<file path="src/rtl/scan_pkg.sv">
package scan_pkg;
    localparam int ADDR_W     = 32;
    localparam int DIM_W      = 12;
    localparam int PITCH_W    = 16;
    localparam int BPP_W      = 3;
    localparam int TIME_W     = 32;
    localparam int RATE_W     = 8;
    localparam int US_PER_SEC = 1000000;
    localparam int PAIR_W     = 2 * ADDR_W;

    typedef struct packed {
        logic [ADDR_W-1:0]  base;
        logic [ADDR_W-1:0]  plane_off;
        logic [PITCH_W-1:0] pitch;
        logic [DIM_W-1:0]   pan_x;
        logic [DIM_W-1:0]   pan_y;
        logic [BPP_W-1:0]   bpp;
        logic [DIM_W-1:0]   lines;
    } flip_req_t;

    // ceiling occupies the upper half, start the lower half
    typedef struct packed {
        logic [ADDR_W-1:0] ceil;
        logic [ADDR_W-1:0] start;
    } addr_pair_t;

    function automatic logic [TIME_W-1:0] frame_period_us(input logic [RATE_W-1:0] hz);
        if (hz == '0) return '0;
        return TIME_W'(US_PER_SEC) / TIME_W'(hz);
    endfunction
endpackage

</file>
<file path="src/rtl/scan_addr_calc.sv">
module scan_addr_calc
    import scan_pkg::*;
#(
    parameter bit CEIL_LAST_BYTE = 1'b1
) (
    input  flip_req_t  req,
    output addr_pair_t pair
);
    logic [ADDR_W-1:0] row_off;
    logic [ADDR_W-1:0] col_off;
    logic [ADDR_W-1:0] span;
    logic [ADDR_W-1:0] start_a;
    logic [ADDR_W-1:0] end_a;

    always_comb begin
        row_off = ADDR_W'(req.pan_y) * ADDR_W'(req.pitch);
        col_off = ADDR_W'(req.pan_x) * ADDR_W'(req.bpp);
        span    = ADDR_W'(req.lines) * ADDR_W'(req.pitch);
        start_a = req.base + req.plane_off + row_off + col_off;
        end_a   = start_a + span;
    end

    assign pair.start = start_a;

    generate
        if (CEIL_LAST_BYTE) begin : g_last_byte
            assign pair.ceil = end_a - ADDR_W'(1);
        end else begin : g_past_end
            assign pair.ceil = end_a;
        end
    endgenerate
endmodule

</file>
<file path="src/rtl/scan_vblank_guard.sv">
module scan_vblank_guard
    import scan_pkg::*;
#(
    parameter int SAFE_US = 1000
) (
    input  logic              clk,
    input  logic              rst,
    input  logic              enable,
    input  logic              eof_pulse,
    input  logic [TIME_W-1:0] us_now,
    input  logic [RATE_W-1:0] refresh_hz,
    output logic              too_close
);
    logic [TIME_W-1:0]        last_ts;
    logic [TIME_W-1:0]        next_vb;
    logic signed [TIME_W-1:0] slack;

    always_ff @(posedge clk) begin
        if (rst || !enable)
            last_ts <= '0;
        else if (eof_pulse)
            last_ts <= us_now;
    end

    always_comb begin
        next_vb   = last_ts + frame_period_us(refresh_hz);
        slack     = $signed(next_vb - us_now);
        too_close = (last_ts != '0) && (refresh_hz != '0) &&
                    (slack < $signed(TIME_W'(SAFE_US)));
    end
endmodule

</file>
<file path="src/rtl/scan_flip_ctrl.sv">
module scan_flip_ctrl
    import scan_pkg::*;
(
    input  logic       clk,
    input  logic       rst,
    input  logic       enable,
    input  logic       eof_pulse,
    input  logic       frame_start,
    input  logic       req_valid,
    input  logic       too_close,
    input  addr_pair_t new_pair,
    output logic       req_ready,
    output logic       req_busy,
    output addr_pair_t out_pair,
    output logic       done_evt,
    output logic       evt_pending,
    output logic       flip_deferred
);
    addr_pair_t shadow_q;
    addr_pair_t park_q;
    logic       park_v;
    logic       evt_q;
    logic       done_q;
    logic       accept;

    assign req_ready = enable && !evt_q && !eof_pulse;
    assign req_busy  = req_valid && evt_q;
    assign accept    = req_valid && req_ready;

    always_ff @(posedge clk) begin
        if (rst || !enable) begin
            shadow_q <= '0;
            park_q   <= '0;
            park_v   <= 1'b0;
            evt_q    <= 1'b0;
            done_q   <= 1'b0;
        end else begin
            done_q <= 1'b0;
            if (accept) begin
                evt_q <= 1'b1;
                if (too_close) begin
                    park_q <= new_pair;
                    park_v <= 1'b1;
                end else begin
                    shadow_q <= new_pair;
                end
            end else if (eof_pulse) begin
                if (park_v) begin
                    shadow_q <= park_q;
                    park_v   <= 1'b0;
                end else if (evt_q) begin
                    evt_q  <= 1'b0;
                    done_q <= 1'b1;
                end
            end
        end
    end

    // the fetch side sees the whole pair change at once, only at frame start
    always_ff @(posedge clk) begin
        if (rst)
            out_pair <= '0;
        else if (enable && frame_start)
            out_pair <= shadow_q;
    end

    assign done_evt      = done_q;
    assign evt_pending   = evt_q;
    assign flip_deferred = park_v;
endmodule

</file>
<file path="src/rtl/scanout_commit.sv">
module scanout_commit
    import scan_pkg::*;
#(
    parameter int SAFE_US        = 1000,
    parameter bit CEIL_LAST_BYTE = 1'b1
) (
    input  logic                clk,
    input  logic                rst,
    input  logic                enable,
    input  logic [TIME_W-1:0]   us_now,
    input  logic [RATE_W-1:0]   refresh_hz,
    input  logic                eof_pulse,
    input  logic                frame_start,
    input  logic                req_valid,
    output logic                req_ready,
    output logic                req_busy,
    input  logic [ADDR_W-1:0]   req_base,
    input  logic [ADDR_W-1:0]   req_plane_off,
    input  logic [PITCH_W-1:0]  req_pitch,
    input  logic [DIM_W-1:0]    req_x,
    input  logic [DIM_W-1:0]    req_y,
    input  logic [BPP_W-1:0]    req_bpp,
    input  logic [DIM_W-1:0]    req_lines,
    output logic [PAIR_W-1:0]   dma_pair,
    output logic                done_evt,
    output logic                evt_pending,
    output logic                flip_deferred
);
    flip_req_t  req;
    addr_pair_t calc_pair;
    addr_pair_t out_pair;
    logic       too_close;

    always_comb begin
        req.base      = req_base;
        req.plane_off = req_plane_off;
        req.pitch     = req_pitch;
        req.pan_x     = req_x;
        req.pan_y     = req_y;
        req.bpp       = req_bpp;
        req.lines     = req_lines;
    end

    scan_addr_calc #(.CEIL_LAST_BYTE(CEIL_LAST_BYTE)) u_calc (
        .req  (req),
        .pair (calc_pair)
    );

    scan_vblank_guard #(.SAFE_US(SAFE_US)) u_guard (
        .clk        (clk),
        .rst        (rst),
        .enable     (enable),
        .eof_pulse  (eof_pulse),
        .us_now     (us_now),
        .refresh_hz (refresh_hz),
        .too_close  (too_close)
    );

    scan_flip_ctrl u_ctrl (
        .clk           (clk),
        .rst           (rst),
        .enable        (enable),
        .eof_pulse     (eof_pulse),
        .frame_start   (frame_start),
        .req_valid     (req_valid),
        .too_close     (too_close),
        .new_pair      (calc_pair),
        .req_ready     (req_ready),
        .req_busy      (req_busy),
        .out_pair      (out_pair),
        .done_evt      (done_evt),
        .evt_pending   (evt_pending),
        .flip_deferred (flip_deferred)
    );

    assign dma_pair = out_pair;
endmodule

</file>
<file path="config.mk">
export PLATFORM = sky130hd
export DESIGN_NAME = scanout_commit
export DESIGN_NICKNAME = d
export VERILOG_FILES = /design/src/rtl/scan_pkg.sv /design/src/rtl/scan_addr_calc.sv /design/src/rtl/scan_vblank_guard.sv /design/src/rtl/scan_flip_ctrl.sv /design/src/rtl/scanout_commit.sv
export SDC_FILE = /design/constraint.sdc
export NUM_CORES = 2
export LEC_CHECK = 0
export ABC_CLOCK_PERIOD_IN_PS = 308300
export BUFFER_PORTS_ARGS = -buffer_cell sky130_fd_sc_hd__buf_2
export CORE_ASPECT_RATIO = 2
export CORE_MARGIN = 2
export CORE_UTILIZATION = 50
export CTS_CLUSTER_SIZE = 30
export DETAILED_ROUTE_END_ITERATION = 7
export GPL_TIMING_DRIVEN = 0
export PLACE_DENSITY_LB_ADDON = 0.2
export SETUP_SLACK_MARGIN = 0.5
export SYNTH_ARGS = -nofsm -noshare
export SYNTH_HDL_FRONTEND = slang
export SYNTH_HIERARCHICAL = 1
export SYNTH_SLANG_ARGS = --single-unit
</file>
<file path="constraint.sdc">
create_clock -name clk -period 308.3 [get_ports clk]
set_input_delay 61.66 -clock clk [delete_from_list [all_inputs] [get_ports clk]]
set_output_delay 61.66 -clock clk [all_outputs]
set_load 0.05 [all_outputs]
</file>
# After elaboration in Yosys (flattened, before gate mapping)
# Index checks and enable logic that the tools add are counted.
[word_totals]
output_inout_bits = 69
word_cells = 61
register_bits = 227
input_bits = 165
[op_classes]
n_mul = 3
bitwise_logic = 1
reduce_logical = 21
n_addsub = 7
n_div = 1
order_cmp = 1
eq_ne = 3
n_mux = 14
[ops]
columns = ["cell", "n"]
rows = [
  ["$mux W64", 4],
  ["$add A32 B28 Y32", 2],
  ["$add A32 B32 Y32", 2],
  ["$mux W32", 2],
  ["$mul A12 B16 Y28", 2],
  ["$add A32 B15 Y32", 1],
  ["$div A20 B8 Y32 const A", 1],
  ["$lt A32 B11 Y1 const B", 1],
  ["$reduce_bool A32 Y1", 1],
  ["$sub A32 B1 Y32 const B", 1],
  ["$sub A32 B32 Y32", 1],
  ["$mul A12 B3 Y15", 1],
  ["$logic_not A8 Y1", 1],
  ["$mux W1", 8],
  ["$reduce_bool A8 Y1", 1],
  ["$logic_and A1 B1 Y1", 7],
  ["$ne A2 B2 Y1 const B", 3],
  ["$reduce_and A2 Y1", 3],
  ["$reduce_bool A2 Y1", 2],
  ["$reduce_or A4 Y1", 1],
  ["$logic_not A1 Y1", 3],
  ["$reduce_and A3 Y1", 1],
  ["$logic_or A1 B1 Y1", 1],
  ["$not A1 Y1", 1],
]

# Depth between registers and ports, before layout
[depth]
depth_word = 9
mapped_depth = 465
depth_no_buf = 420

# Hierarchy
# The synthesis kept the hierarchy.
[by_module_without_submodules]
columns = ["mod", "area_per_inst_um2", "n_inst", "seq_area_each_um2", "cells_each"]
rows = [
  ["scan_vblank_guard", 26382.8, 1, 640.6, 3779],
  ["scan_addr_calc", 17387.9, 1, 0.0, 2022],
  ["scan_flip_ctrl", 7917.6, 1, 3903.7, 964],
]

# Least setup slack after synthesis
# Ideal clock, no wire load.
[synth_timing]
path_type = "input -> register"
from = "input refresh_hz[0]"
to = "register u_ctrl/shadow_q[19] in the netlist's numbering"
cell_stages = 454
slack_ns = 164.131
setup_time_ns = 0.142
required_ns = 308.158
t_arrival_ns = 144.027
n_path_buf = 48
cell_sequence = "buf_2 > inv_2 > clkbuf_1 > clkbuf_1 > clkbuf_1 > buf_1 > ha_1 > clkbuf_1 > a21o_1 > o2111a_1 > ha_1 > a21oi_1 > o22ai_2 > a32o_1 > ha_1 > o211ai_1 > and2_1 > nor2_1 > [... 418 more ...] > o21ai_0 > nand2b_1 > a21o_1 > a21o_1 > a21o_1 > nand2_1 > nand2b_1 > a21o_1 > a21o_1 > a21oi_1 > xnor2_1 > a21oi_1 > inv_1 > buf_4 > buf_2 > clkbuf_1 > a221oi_1 > a311oi_1"
[synth_between]
elab_chain_cells = 9
word_cells_on_any_way = 12
classes_between = "add/sub (2); div (1); order compare (1); eq/ne (1); mux (2); reduce/logical (5)"
[synth_lines]
columns = ["item", "line_no", "rtl"]
rows = [
  ["start, declared", "scanout_commit.sv:11", "input logic [RATE_W-1:0] refresh_hz,"],
  ["branches (longest 6 deep; another with $div A20 B8 Y32)", "--", ""],
  ["$logic_and A1 B1 Y1 *", "scan_vblank_guard.sv:28", "too_close = (last_ts != '0) && (refresh_hz != '0) &&"],
  ["via too_close", "scanout_commit.sv:32", "logic too_close;"],
  ["$ne A2 B2 Y1 (no line) *", "--", ""],
  ["$reduce_and A3 Y1 (no line) *", "--", ""],
  ["end signal, assigned", "scan_flip_ctrl.sv:45", "shadow_q <= new_pair;"],
  ["end signal, assigned", "scan_flip_ctrl.sv:49", "shadow_q <= park_q;"],
  ["end, declared", "scan_flip_ctrl.sv:19", "addr_pair_t shadow_q;"],
]
# Mark *: on every way through the listed nets, which the timed path passes.
# A chain may end at the register's enable or synchronous reset.

# Worst setup path after layout
[layout_timing]
from = "input refresh_hz[0]"
to = "register u_ctrl/shadow_q[60] in the netlist's numbering"
# Same word-level chain as after synthesis.

==> results.toml <==
[routing]
antenna_left = 0
via_count = 52157
wirelength_um = 191000
dr.pass1.iters = 5
drt_first_iter_violations = 2479
viasPerCell = 6.21
drc = 0
wl_per_cell_um = 22.7

[clock_network]
cts.sinks = 227
htreeDepth = 1
clock_latency_ns = 0.61
cts_setup_buffers = 0
cts-resized-gates = 0
tritoncts = "done"
cts.clk_slew.worst_paths_ns = 0.06
postCtsHoldBufs = 0
clockBufferDepth = 3
cts_buffers = 27
clock-root-buffer = "clkbuf_16"

[sta]
setup-violations-final = 0
slew_headroom_pct = 10.2
worst_slew_pin_slew_ns = 1.33
timing.fmax_mhz = 5.88
drv_slew = 0
hold_violations = 0
tns_ns = 0
skew_ns = 0.0364
rsz0062_at_grt = "no"
finalCritPeriodShare_pct = 55.2
min_period_ns = 170.13

[floorplan]
num_rows = 166
die_area_um2 = 106000
start_util_pct = 50.5
fp.coreArea_um2 = 102000
die_y_um = 459
fp.dieW_um = 231
ios = 234

[synth]
synth_warnings = 6
yosys_register_bits = 227
synth_ff_type = "dfxtp_1"
post_synth.cell_area_avg_um2 = 7.64
synth.most_common_cell = "nand2_1"
seq_area_frac_synth_pct = 8.79
synthCells = 6765
synthArstFlopShare_pct = 0
synth_area_leader_cell = "fa_1"
synth_enable_flop_cells = 0
synth_area_um2 = 51700
ys_top_cells_by_count = "nand2_1, inv_1, a21oi_1, nor2_1, fa_1"
ys_types = 142
synth_nets = 7798
synth_top_area_share_pct = 16.8
synth.area.top_cells = "fa_1, ha_1, dfxtp_1"

[layout]
finalInstanceArea_um2 = 55600
fin_util_pct = 54.3
syn2layout_area_growth_pct = 7.53
layoutNonFillerInstCount = 8393
drive_gt1_share_pct = 8.50
layout.nets = 8059

[setup_path]
worst-r2r-setup-slack_ns = 298.89
reg2reg_from = "u_guard/last_ts[1]"
required_ns = 308.73
cp_max_fo = 13
start_kind = "input pin"
path_class = "in2reg"
cpMostUsedCell = "a21o_1"
cpMaxStageDelayCell = "nor3_1"
reg2reg_to = "u_ctrl/shadow_q[60]"
cpPeakStageDelay_ns = 0.95
reg2reg_depth = 48
critPathArrivalTime_ns = 170.55
crit_path_end_kind = "flop"

[run]
max_cap_violations = 0

[global_route]
grt_pass1_wl_um = 294000
grt_overflow_total = 0
grt_max_degree = 33
grtUsageTotal_pct = 35.4
antenna_found_initial = 0
grt_pass1_vias = 54575

[place]
dp_hpwl_um = 159000
placed_area_um2 = 54500
numPlacedInstances = 8340
port_buffers = 230
place_congestion = 0.998

[worst_hold_path]
hp-class = "reg2reg"
holdCritStartpoint = "u_ctrl/shadow_q[31]"
hold_depth = 2
whs_endpoint = "u_ctrl/out_pair[31]"

[outcome]
status = "finished clean"
==> how the worst max path moves through the flow <==
| stage | slack (ns) | to | startpoint |
|---|---|---|---|
| 2_1_floorplan | 164.13 | u_ctrl/shadow_q[19] | refresh_hz[0] |
| 3_3_place_gp | 141.06 | u_ctrl/shadow_q[60] | refresh_hz[0] |
| 3_5_place_dp | 139.90 | u_ctrl/shadow_q[62] | refresh_hz[0] |
| 4_1_cts | 140.16 | u_ctrl/shadow_q[60] | refresh_hz[0] |
| 5_1_grt | 131.25 | u_ctrl/shadow_q[62] | refresh_hz[0] |
| 6_report | 138.17 | u_ctrl/shadow_q[60] | refresh_hz[0] |
==> registers in the layout, indices dropped and copies added (netlist names) <==
name / flops
u_ctrl/out_pair: 64
u_ctrl/flip_deferred: 1
u_ctrl/done_evt: 1
u_ctrl/park_q: 64
u_ctrl/evt_pending: 1
u_guard/last_ts: 32
u_ctrl/shadow_q: 64
==> metrics by stage <==
step                hold WS (ns)  worst slack, ns
global placement           0.439           141.06
global route               0.468           131.25
floorplan                  0.431           164.13
detailed placement         0.444           139.90
CTS                        0.453           140.16
finish                     0.452           138.17
==> routing by layer <==
| metal | vias to the layer above | share of wire [%] | global-route usage, % |
|---|---|---|---|
| met2 | 1945 | 53 | 68.2 |
| met1 | 24853 | 31 | 30.5 |
| met3 | 961 | 4.8 | 4.83 |
| met4 | 0 | 11 | 33.6 |
| li1 | 24398 | - | - |
| met5 | - | 0 | 0 |
==> layout make-up <==
cell class	count	area, um^2
clock inverters	18	277
fillers	10050	46800
diodes	3	7.51
flip-flops and latches	227	4540
repair buffers	232	1200
clock buffers	31	721
plain buffers	305	1280
multi-input cells	5512	43200
well taps	1344	1680
inverters	721	2710
==> critical path, delay by kind of cell <==
kind / cells / cell delay (ns)
AO/OA/AOI/OAI: 225 / 48.98
AND/OR/NAND/NOR: 128 / 29.96
buffers and inverters: 58 / 16.53
adder cells (fa/ha/maj): 33 / 10.42
multiplexers: 8 / 2.62
XOR/XNOR: 1 / 0.09
==> cell usage in the layout (no fill, tap or decap), drive strengths merged, types with 81 or more instances in the layout <==
cell and count:
nand2 789, inv 725, a21oi 470, nor2 444, fa 435, ha 433
buf 324, o21ai 310, and2 264, clkbuf 244, dfxtp 227, xnor2 209
a21o 203, nand3 188, nor3 157, xor2 107, nand2b 90, o21a 81
==> kinds of logic (layout without fill, tap and decap cells) <==
kind of cell | after synthesis | after routing | share of synthesized area (%)
adder cells (fa/ha/maj) | 868 | 868 | 27.3
AO/OA/AOI/OAI | 1814 | 1814 | 24.6
multiplexers | 134 | 134 | 2.77
XOR/XNOR | 319 | 319 | 5.56
flip-flops | 227 | 227 | 8.79
buffers and inverters | 1026 | 1307 | 7.72
other | 0 | 3 | 0
AND/OR/NAND/NOR | 2377 | 2377 | 23.2
Power is left out: the tool's default activity adds up to more than one toggle a clock period on the data nets, which glitch-free logic cannot reach.
